===== config.mk =====
export PLATFORM = sky130hd
export DESIGN_NAME = vnp_column_update
export DESIGN_NICKNAME = d
export VERILOG_FILES = /design/src/rtl/vnp_pkg.sv /design/src/rtl/vnp_sum_tree.sv /design/src/rtl/vnp_extrinsic.sv /design/src/rtl/vnp_column_update.sv
export SDC_FILE = /design/constraint.sdc
export NUM_CORES = 1
export LEC_CHECK = 0
export BUFFER_PORTS_ARGS = -buffer_cell sky130_fd_sc_hd__buf_2
export CORE_ASPECT_RATIO = 1.25
export CORE_MARGIN = 2
export CORE_UTILIZATION = 40
export DETAILED_ROUTE_END_ITERATION = 10
export GPL_TIMING_DRIVEN = 0
export SKIP_LAST_GASP = 1
export SLEW_MARGIN = 20
export SYNTH_ARGS = -nofsm -noshare
export SYNTH_HDL_FRONTEND = slang
export SYNTH_SLANG_ARGS = --single-unit
export TNS_END_PERCENT = 20

===== constraint.sdc =====
create_clock -name clk -period 3.49 [get_ports clk]
set_input_delay 0 -clock clk [delete_from_list [all_inputs] [get_ports clk]]
set_output_delay 0 -clock clk [all_outputs]
set_load 0.005 [all_outputs]

===== src/rtl/vnp_pkg.sv =====
package vnp_pkg;

    typedef enum logic [0:0] {
        TREE_SHALLOW,
        TREE_DEEP
    } tree_kind_e;

    typedef enum logic [1:0] {
        CLAMP_NONE,
        CLAMP_HIGH,
        CLAMP_LOW
    } clamp_e;

    function automatic tree_kind_e tree_for_degree(input int deg);
        return (deg > 3) ? TREE_DEEP : TREE_SHALLOW;
    endfunction

    function automatic int latency_for_degree(input int deg);
        return (deg > 3) ? 3 : 2;
    endfunction

endpackage


===== src/rtl/vnp_sum_tree.sv =====
module vnp_sum_tree
    import vnp_pkg::*;
#(
    parameter int DEG = 6,
    parameter int W   = 6,
    parameter int SW  = 10
) (
    input  logic                 clk,
    input  logic                 rst_n,
    input  logic                 in_valid,
    input  logic [W-1:0]         llr_in,
    input  logic [DEG*W-1:0]     c2v_in,
    output logic                 sum_valid,
    output logic signed [SW-1:0] total,
    output logic [DEG*W-1:0]     c2v_d
);
    localparam tree_kind_e KIND = tree_for_degree(DEG);
    localparam int NI    = DEG + 1;
    localparam int NPAIR = (NI + 1) / 2;

    logic signed [SW-1:0] opnd [NI];

    assign opnd[0] = SW'($signed(llr_in));
    for (genvar k = 0; k < DEG; k++) begin : g_ext
        assign opnd[k+1] = SW'($signed(c2v_in[k*W +: W]));
    end

    if (KIND == TREE_SHALLOW) begin : g_shallow
        logic signed [SW-1:0] acc;

        always_comb begin
            acc = '0;
            for (int k = 0; k < NI; k++) begin
                acc = acc + opnd[k];
            end
        end

        always_ff @(posedge clk or negedge rst_n) begin
            if (!rst_n) begin
                sum_valid <= 1'b0;
            end else begin
                sum_valid <= in_valid;
            end
        end

        always_ff @(posedge clk) begin
            total <= acc;
            c2v_d <= c2v_in;
        end
    end else begin : g_deep
        logic signed [SW-1:0] pair_q [NPAIR];
        logic                 stage_valid;
        logic [DEG*W-1:0]     c2v_q;
        logic signed [SW-1:0] acc;

        for (genvar p = 0; p < NPAIR; p++) begin : g_pair
            if (2*p + 1 < NI) begin : g_two
                always_ff @(posedge clk) begin
                    pair_q[p] <= opnd[2*p] + opnd[2*p+1];
                end
            end else begin : g_one
                always_ff @(posedge clk) begin
                    pair_q[p] <= opnd[2*p];
                end
            end
        end

        always_comb begin
            acc = '0;
            for (int p = 0; p < NPAIR; p++) begin
                acc = acc + pair_q[p];
            end
        end

        always_ff @(posedge clk or negedge rst_n) begin
            if (!rst_n) begin
                stage_valid <= 1'b0;
                sum_valid   <= 1'b0;
            end else begin
                stage_valid <= in_valid;
                sum_valid   <= stage_valid;
            end
        end

        always_ff @(posedge clk) begin
            c2v_q <= c2v_in;
            c2v_d <= c2v_q;
            total <= acc;
        end
    end

endmodule


===== src/rtl/vnp_extrinsic.sv =====
module vnp_extrinsic
    import vnp_pkg::*;
#(
    parameter int DEG = 6,
    parameter int W   = 6,
    parameter int SW  = 10
) (
    input  logic                 clk,
    input  logic                 rst_n,
    input  logic                 sum_valid,
    input  logic signed [SW-1:0] total,
    input  logic [DEG*W-1:0]     c2v_d,
    output logic                 out_valid,
    output logic [DEG*W-1:0]     v2c_out,
    output logic                 hard_bit
);
    localparam logic signed [SW-1:0] POS_LIM = SW'((2 ** (W-1)) - 1);
    localparam logic signed [SW-1:0] NEG_LIM = -POS_LIM;

    for (genvar e = 0; e < DEG; e++) begin : g_edge
        logic signed [SW-1:0] diff;
        logic signed [SW-1:0] clamped;
        logic signed [SW-1:0] mag;
        clamp_e               cls;
        logic [W-1:0]         word;

        assign diff = total - SW'($signed(c2v_d[e*W +: W]));

        always_comb begin
            if (diff > POS_LIM) begin
                cls = CLAMP_HIGH;
            end else if (diff < NEG_LIM) begin
                cls = CLAMP_LOW;
            end else begin
                cls = CLAMP_NONE;
            end
        end

        always_comb begin
            unique case (cls)
                CLAMP_HIGH: clamped = POS_LIM;
                CLAMP_LOW:  clamped = NEG_LIM;
                default:    clamped = diff;
            endcase
            mag  = clamped[SW-1] ? -clamped : clamped;
            word = {clamped[SW-1], mag[W-2:0]};
        end

        always_ff @(posedge clk) begin
            v2c_out[e*W +: W] <= word;
        end
    end

    always_ff @(posedge clk or negedge rst_n) begin
        if (!rst_n) begin
            out_valid <= 1'b0;
        end else begin
            out_valid <= sum_valid;
        end
    end

    always_ff @(posedge clk) begin
        hard_bit <= total[SW-1];
    end

endmodule


===== src/rtl/vnp_column_update.sv =====
module vnp_column_update #(
    parameter int DEG = 6,
    parameter int W   = 6
) (
    input  logic             clk,
    input  logic             rst_n,
    input  logic             in_valid,
    input  logic [W-1:0]     llr_in,
    input  logic [DEG*W-1:0] c2v_in,
    output logic             out_valid,
    output logic [DEG*W-1:0] v2c_out,
    output logic             hard_bit
);
    localparam int SW = W + $clog2(DEG + 1) + 1;

    logic                 sum_valid;
    logic signed [SW-1:0] total;
    logic [DEG*W-1:0]     c2v_d;

    vnp_sum_tree #(.DEG(DEG), .W(W), .SW(SW)) u_tree (
        .clk       (clk),
        .rst_n     (rst_n),
        .in_valid  (in_valid),
        .llr_in    (llr_in),
        .c2v_in    (c2v_in),
        .sum_valid (sum_valid),
        .total     (total),
        .c2v_d     (c2v_d)
    );

    vnp_extrinsic #(.DEG(DEG), .W(W), .SW(SW)) u_ext (
        .clk       (clk),
        .rst_n     (rst_n),
        .sum_valid (sum_valid),
        .total     (total),
        .c2v_d     (c2v_d),
        .out_valid (out_valid),
        .v2c_out   (v2c_out),
        .hard_bit  (hard_bit)
    );

endmodule


# == Yosys cells after proc, flatten, opt, wreduce, memory -nomap -nowiden ==
# Memories as Yosys holds them, arrays and structs flattened.
# Cells that the tools add are included.
# word_totals
elab_cells,80
ram_bits,40
input_bits,45
latch_bits,0
rom_bits,0
regBits,122
output_inout_bits,38
mem_count,1
# mem_list
name,depth,word_bits,read_ports,rd_clocked_by_memory_dff,write_ports,line,text
u_tree.g_deep.pair_q,4,10,4,0,4,vnp_sum_tree.sv:51,logic signed [SW-1:0] pair_q [NPAIR];
# op_classes
n_lt_le_gt_ge,12
bitwise_logic,0
n_addsub,18
muxes,24
n_reduce_logical,0
eq_ne,12
shifts,0
n_mul,0
div,0
# ops
op,count
10-bit one-hot mux with 2 select lines,6
10-bit by 6-bit > comparator with 1-bit output (second input constant),6
10-bit by 6-bit less-than comparator with 1-bit output (second input constant),6
10-bit by 6-bit subtractor with 10-bit output,6
10-bit adder,3
5-bit two-way mux,6
5-bit negation,6
2-bit two-way mux,12
6-bit by 6-bit adder with 7-bit output,3
2-bit by 1-bit == test with 1-bit output (second input constant),6
2-bit == test (second input constant),6

# == Logic depth before layout (Yosys ltp) ==
# logic_depth
ltp_word,8
depth_mapped,16
mapped_depth_nobuf,16

# == By module ==
# Synthesis repeated with hierarchy kept, for this count alone.
# unflattened
cells_unflattened,859
hier_area_um2,8159.1
# modules_own_cells
mod,seq_area_each_um2,cells_each,instances,area_each_um2
vnp_extrinsic,765.7,591,1,4703.3
vnp_sum_tree,2112.0,268,1,3455.8

# == Least setup slack after synthesis ==
# No wires, ideal clock.
# synth_timing
path_kind,flip-flop to flip-flop
from,register u_tree.total[0]
to,register u_ext.v2c_out[10]
setup_slack_ns,-0.253
required_time_ns,3.359
path_buffers,0
setup_ns,0.131
synth_period_minus_slack_ns,3.743
t_arrival_ns,3.612
path_stages_with_launch,17
cell_sequence,dfxtp_1 inv_1 ha_1 inv_1 fa_1 a211oi_1 o21bai_1 a21oi_1 xor2_1 or4_1 o21ai_0 and3_1 ha_1 nand2_1 or3_1 a2111oi_0 nor3_1
# synth_between
elab_chain_cells,8
word_cells_on_any_way,10
cone_classes,2 x add/sub; 2 x order compare; 2 x eq/ne; 4 x mux
# synth_lines
element,line,text
from (decl),vnp_sum_tree.sv:14,"output logic signed [SW-1:0] total,"
from (signal assigned),vnp_sum_tree.sv:88,total <= acc;
10-bit by 6-bit subtractor with 10-bit output (*),vnp_extrinsic.sv:27,assign diff = total - SW'($signed(c2v_d[e*W +: W]));
10-bit by 6-bit less-than comparator with 1-bit output,vnp_extrinsic.sv:32,end else if (diff < NEG_LIM) begin
2-bit two-way mux,vnp_extrinsic.sv:32,
2-bit two-way mux,vnp_extrinsic.sv:30,if (diff > POS_LIM) begin
2-bit == test or 2-bit by 1-bit == test with 1-bit output (tied branches),vnp_extrinsic.sv:40,unique case (cls)
10-bit one-hot mux with 2 select lines (*),vnp_extrinsic.sv:40,
5-bit negation,vnp_extrinsic.sv:45,mag = clamped[SW-1] ? -clamped : clamped;
5-bit two-way mux (*),vnp_extrinsic.sv:45,
named net u_ext.g_edge[1].mag[4],vnp_extrinsic.sv:23,logic signed [SW-1:0] mag;
"to (signal, indexed assignment)",vnp_extrinsic.sv:50,v2c_out[e*W +: W] <= word;
to (decl),vnp_extrinsic.sv:14,"output logic [DEG*W-1:0] v2c_out,"
# The timed path passes the listed nets; every way through them passes the cells marked *.

# == Worst setup path after layout ==
# layout_timing
from,register u_tree.total[0]
to,register u_ext.v2c_out[4]
# layout_between
elab_chain_cells,8
word_cells_on_any_way,10
cone_classes,2 x add/sub; 2 x order compare; 2 x eq/ne; 4 x mux
# layout_lines
element,line
10-bit by 6-bit subtractor with 10-bit output (*),vnp_extrinsic.sv:27
10-bit by 6-bit less-than comparator with 1-bit output,vnp_extrinsic.sv:32
2-bit two-way mux,vnp_extrinsic.sv:32
2-bit two-way mux,vnp_extrinsic.sv:30
2-bit == test or 2-bit by 1-bit == test with 1-bit output (tied branches),vnp_extrinsic.sv:40
10-bit one-hot mux with 2 select lines (*),vnp_extrinsic.sv:40
5-bit negation,vnp_extrinsic.sv:45
5-bit two-way mux (*),vnp_extrinsic.sv:45
named net u_ext.g_edge[0].mag[4],vnp_extrinsic.sv:23
# Marked as above.

==> summary.md <==
| Metric | Value |
|---|---|
| Status | `complete, but fails checks` |
| Failing checks | `negative setup slack` |
| CTS tree | `yes` |
| Power share of the sequential group | `19.7%` |
| Net Count, Synth | `992` |
| Pwr dens | `1070 nW/µm²` |
| First-pass GRT wire length | `30200 µm` |
| Critical path required time | `3800 ps` |
| Post-route core utilization | `54.4%` |
| Fmax | `263 MHz` |
| Routed length per instance | `14.8 µm` |
| Reg clk slew, reported paths | `60 ps` |
| Period Utilization, post-route | `109%` |
| Comb power frac | `63.1%` |
| Vias | `6725` |
| Ratio of cells with drive above 1 in the final layout | `26.8%` |
| Peak supply drop | `0.000466 V` |
| Post-synth top area share | `34.7%` |
| Ys Warns | `0` |
| Largest cells by area after synthesis | `dfxtp_1 (35%), ha_1 (13%), fa_1 (6.0%), inv_1 (4.0%), xnor2_1 (3.7%)` |
| GR Util All Layers | `18.3%` |
| Crit-path cells | `clkinvlp_4 > buf_4 > buf_12 > buf_4 > ha_4 > inv_1 > fa_2 > a21o_1 > a41oi_2 > nand3_2 > and3_4 > or4_4 > nor2_4 > a2bb2oi_2 > ha_2 > a31o_4 > nor4_1 > a211oi_1` |
| Average size of a mapped cell | `9.66 µm²` |
| Pins Over Slew Limit | `0` |
| Layout area overhead | `34.5%` |
| Register area share after synthesis | `35.6%` |
| PortBufs | `82` |
| Worst Max-Slew Pin Slew | `790 ps` |
| R2R depth | `18` |
| Antenna diode count | `0` |
| Synth area leader | `dfxtp_1` |
| Top_reg_cell synth | `dfxtp_1` |
| DRC viols | `0` |
| Die width | `131 µm` |
| Peak per-stage delay on the critical path | `580 ps` |
| Initial DRC Count | `256` |
| Post-DR vias/cell | `5.14` |
| Post-Synth Adder-Cell Area | `19.4%` |
| Fraction of the mapped netlist area in simple logic gates | `14.5%` |
| Post-synth design cell area | `8070 µm²` |
| Final setup violating endpoints | `9` |
| Largest family of logic cells by synthesized area | `adder cells` |
| Die Y | `163 µm` |
| Switch share | `42.3%` |
| Max FO, Critical Path | `4` |
| CP Depth | `18` |
| FILL cells | `1763` |
| Seq cells post-synth | `143` |
| Standard-cell rows | `58` |
| Vias in the first global route | `6263` |
| CTS H-Tree Depth | `4` |
| Synth Area in XOR/XNOR | `6.29%` |
| Crit path max-delay family | `compound AO/OA/AOI/OAI gates` |
| Internal power | `6.69 mW` |
| Critical Path AT | `4110 ps` |
| Die footprint | `21300 µm²` |
| Congestion Overflow GR | `0` |
| Switch Pwr | `4.91 mW` |
| Post-synth EDFFs | `0` |
| FF/Latch Area | `2890 µm²` |
| Drt pass-1 iters | `5` |
| Largest net degree at the start of global routing | `17` |
| Layout Skew | `7.19 ps` |
| CTS sink count | `143` |
| Hold crit path type | `in -> reg` |
| Most frequent cells in the layout | `dfxtp_1 (132), buf_2 (83), inv_1 (82), ha_1 (76), dlygate4sd3_1 (44)` |
| Mux contribution to synthesized area | `0.961%` |
| Fin crit period | `3800 ps` |
| Startpoint types | `flip-flop` |
| # IOs | `83` |
| Clk_lat worst skew | `430 ps` |
| Routability Congestion | `0.814` |
| Netlist cell types | `75` |
| Buf/Inv on CP | `5` |
| Area of the multi-input gates | `5410 µm²` |
| Clock tree buffer depth | `2` |
| Initial core utilization | `40.5%` |
| Finished Layout Cells | `1308` |
| Final-stage net count | `1181` |
| Most common cell after layout, fill and taps aside | `dfxtp_1` |
| Clock power frac | `17.3%` |
| Maxcap violations | `0` |
| Slew margin rel. | `46.7%` |
| RSZ-0062 raised after global routing | `yes` |
| Setup crit end kind | `flip-flop` |
| Mapped Cells | `836` |
| Worst Hold Path Cells | `4` |
| Cts bufs inserted | `17` |
| Most frequent CP cell | `buf_4` |
| Ys async rst share | `2.10%` |
| Hold Fails Final Rpt | `0` |
| Root buffer cell | `clkbuf_16` |
| Detail Route Antenna Nets | `0` |
| Compound-Gate Fraction of Synth Area | `18.8%` |
| Initial antenna violation count | `0` |
| Routed Wire Length | `19400 µm` |
| Leakage power | `4.77 nW` |
| PnR worst setup slack | `-309 ps` |
| WS Path Type | `reg -> reg` |
| Core region area | `20000 µm²` |
| Dpl cells | `1188` |
| Slowest stage cell, crit path | `or4_4` |
| Final HPWL DP | `13500 µm` |
==> state kept, by name, indices dropped and copies added (netlist names) <==
name	cells
u_ext.hard_bit	1
u_ext.out_valid	1
u_ext.v2c_out	36
u_tree.c2v_d	36
u_tree.g_deep.c2v_q	35
u_tree.g_deep.pair_q	22
u_tree.g_deep.stage_valid	1
u_tree.sum_valid	1
u_tree.total	10
==> path summary, 6_finish.rpt <==
kind	start	to	slack, ps
setup / recovery	u_tree.total[0]	u_ext.v2c_out[4]	-310
hold / removal	llr_in[1]	u_tree.g_deep.pair_q[0][1]	20
setup reg to reg	u_tree.total[0]	u_ext.v2c_out[4]	-310
hold reg to reg	u_tree.g_deep.c2v_q[26]	u_tree.c2v_d[26]	320
max in group asynchronous	rst_n	u_tree.g_deep.stage_valid	2920
min in group asynchronous	rst_n	u_tree.sum_valid	430
==> cell families (layout without fill, tap and decap cells) <==
family | after synthesis | count (layout)
AO/OA/AOI/OAI | 215 | 215
AND/OR/NAND/NOR | 210 | 210
flip-flops | 143 | 143
adder cells (fa/ha/maj) | 111 | 111
buffers and inverters | 92 | 294
XOR/XNOR | 58 | 58
multiplexers | 7 | 7
==> worst reg2reg max path, stage by stage (launching register included) <==
cell	delay, ps
dfxtp_2	320
clkinvlp_4	80
buf_4	120
buf_12	100
buf_4	120
ha_4	140
inv_1	60
fa_2	380
a21o_1	220
a41oi_2	200
nand3_2	110
and3_4	180
or4_4	580
nor2_4	150
a2bb2oi_2	180
ha_2	240
a31o_4	140
nor4_1	40
a211oi_1	330
==> metrics by stage <==
stage	hold slack [ps]	instance area [µm²]	TNS (ps)	total power [mW]	setup slack, ps
after floorplan	-296	8090	-83.4	6.68	-83.4
after global placement	-205	8840	-5380	7.86	-752
after detailed placement	-203	8840	-5080	7.91	-675
after CTS	15.2	10300	-1020	10.6	-168
after global routing	40.8	10900	-3220	12.6	-374
final	21.9	10900	-1490	11.6	-309
==> power by group through the flow <==
stage | logic (mW) | registers (mW) | clock network [mW]
final | 7.31 | 2.28 | 2.00
after global routing | 8.11 | 2.32 | 2.13
after CTS | 6.31 | 2.28 | 2.04
after detailed placement | 5.61 | 2.30 | 0
after global placement | 5.56 | 2.30 | 0
after floorplan | 4.49 | 2.19 | 0
==> cell usage after synthesis, types with 3 or more instances <==
cell type and number:
nor3b_1 5, o21bai_1 8, mux2_2 6, nor2b_1 11, a21o_1 15, a31o_2 3
nor4_1 6, o2111ai_1 4, nand3b_1 5, xnor2_1 34, a311oi_1 3, fa_1 24
o31ai_1 6, nor3_1 22, inv_1 86, a31oi_1 3, ha_1 87, a211oi_1 14
a21boi_0 5, a2111oi_0 4, or3_1 9, o311ai_0 4, o211ai_1 8, a211o_1 5
a22oi_1 5, dfxtp_1 140, xor2_1 24, dfrtp_1 3, a2111o_1 3, and2_1 7
or4_1 6, nand3_1 20, nand4_1 4, nand2_1 23, a21oi_1 41, and3_1 22
nor2_1 40, o21ai_0 36, nor3_2 3, nand2b_1 12, or2_2 5, o21a_1 16
o22ai_1 4, o211a_1 6
==> final cells by class <==
class | count | share of cell area [%]
Buffer | 3 | 0.115
Sequential cell | 143 | 26.6
Timing Repair Buffer | 170 | 11.3
Multi-Input combinational cell | 601 | 49.8
Inverter | 89 | 3.12
Clock buffer | 22 | 4.28
Clock inverter | 10 | 1.68
Tap cell | 270 | 3.11
==> layer usage <==
metal | track usage [%] | vias up | share of wire [%]
li1 | - | 3404 | -
met1 | 22.8 | 3191 | 45
met2 | 31.2 | 107 | 50
met3 | 3.65 | 23 | 3.1
met4 | 6.58 | 0 | 2.0
met5 | 0 | - | 0
==> repair_timing <==
action	CTS	global route
setup buffers	23	21
gates resized for setup	52	71
endpoints found under the setup margin	15	14
hold endpoints to repair	57	0
hold buffers	44	0
pin swaps	34	62
(Power assumes the default switching activity.)
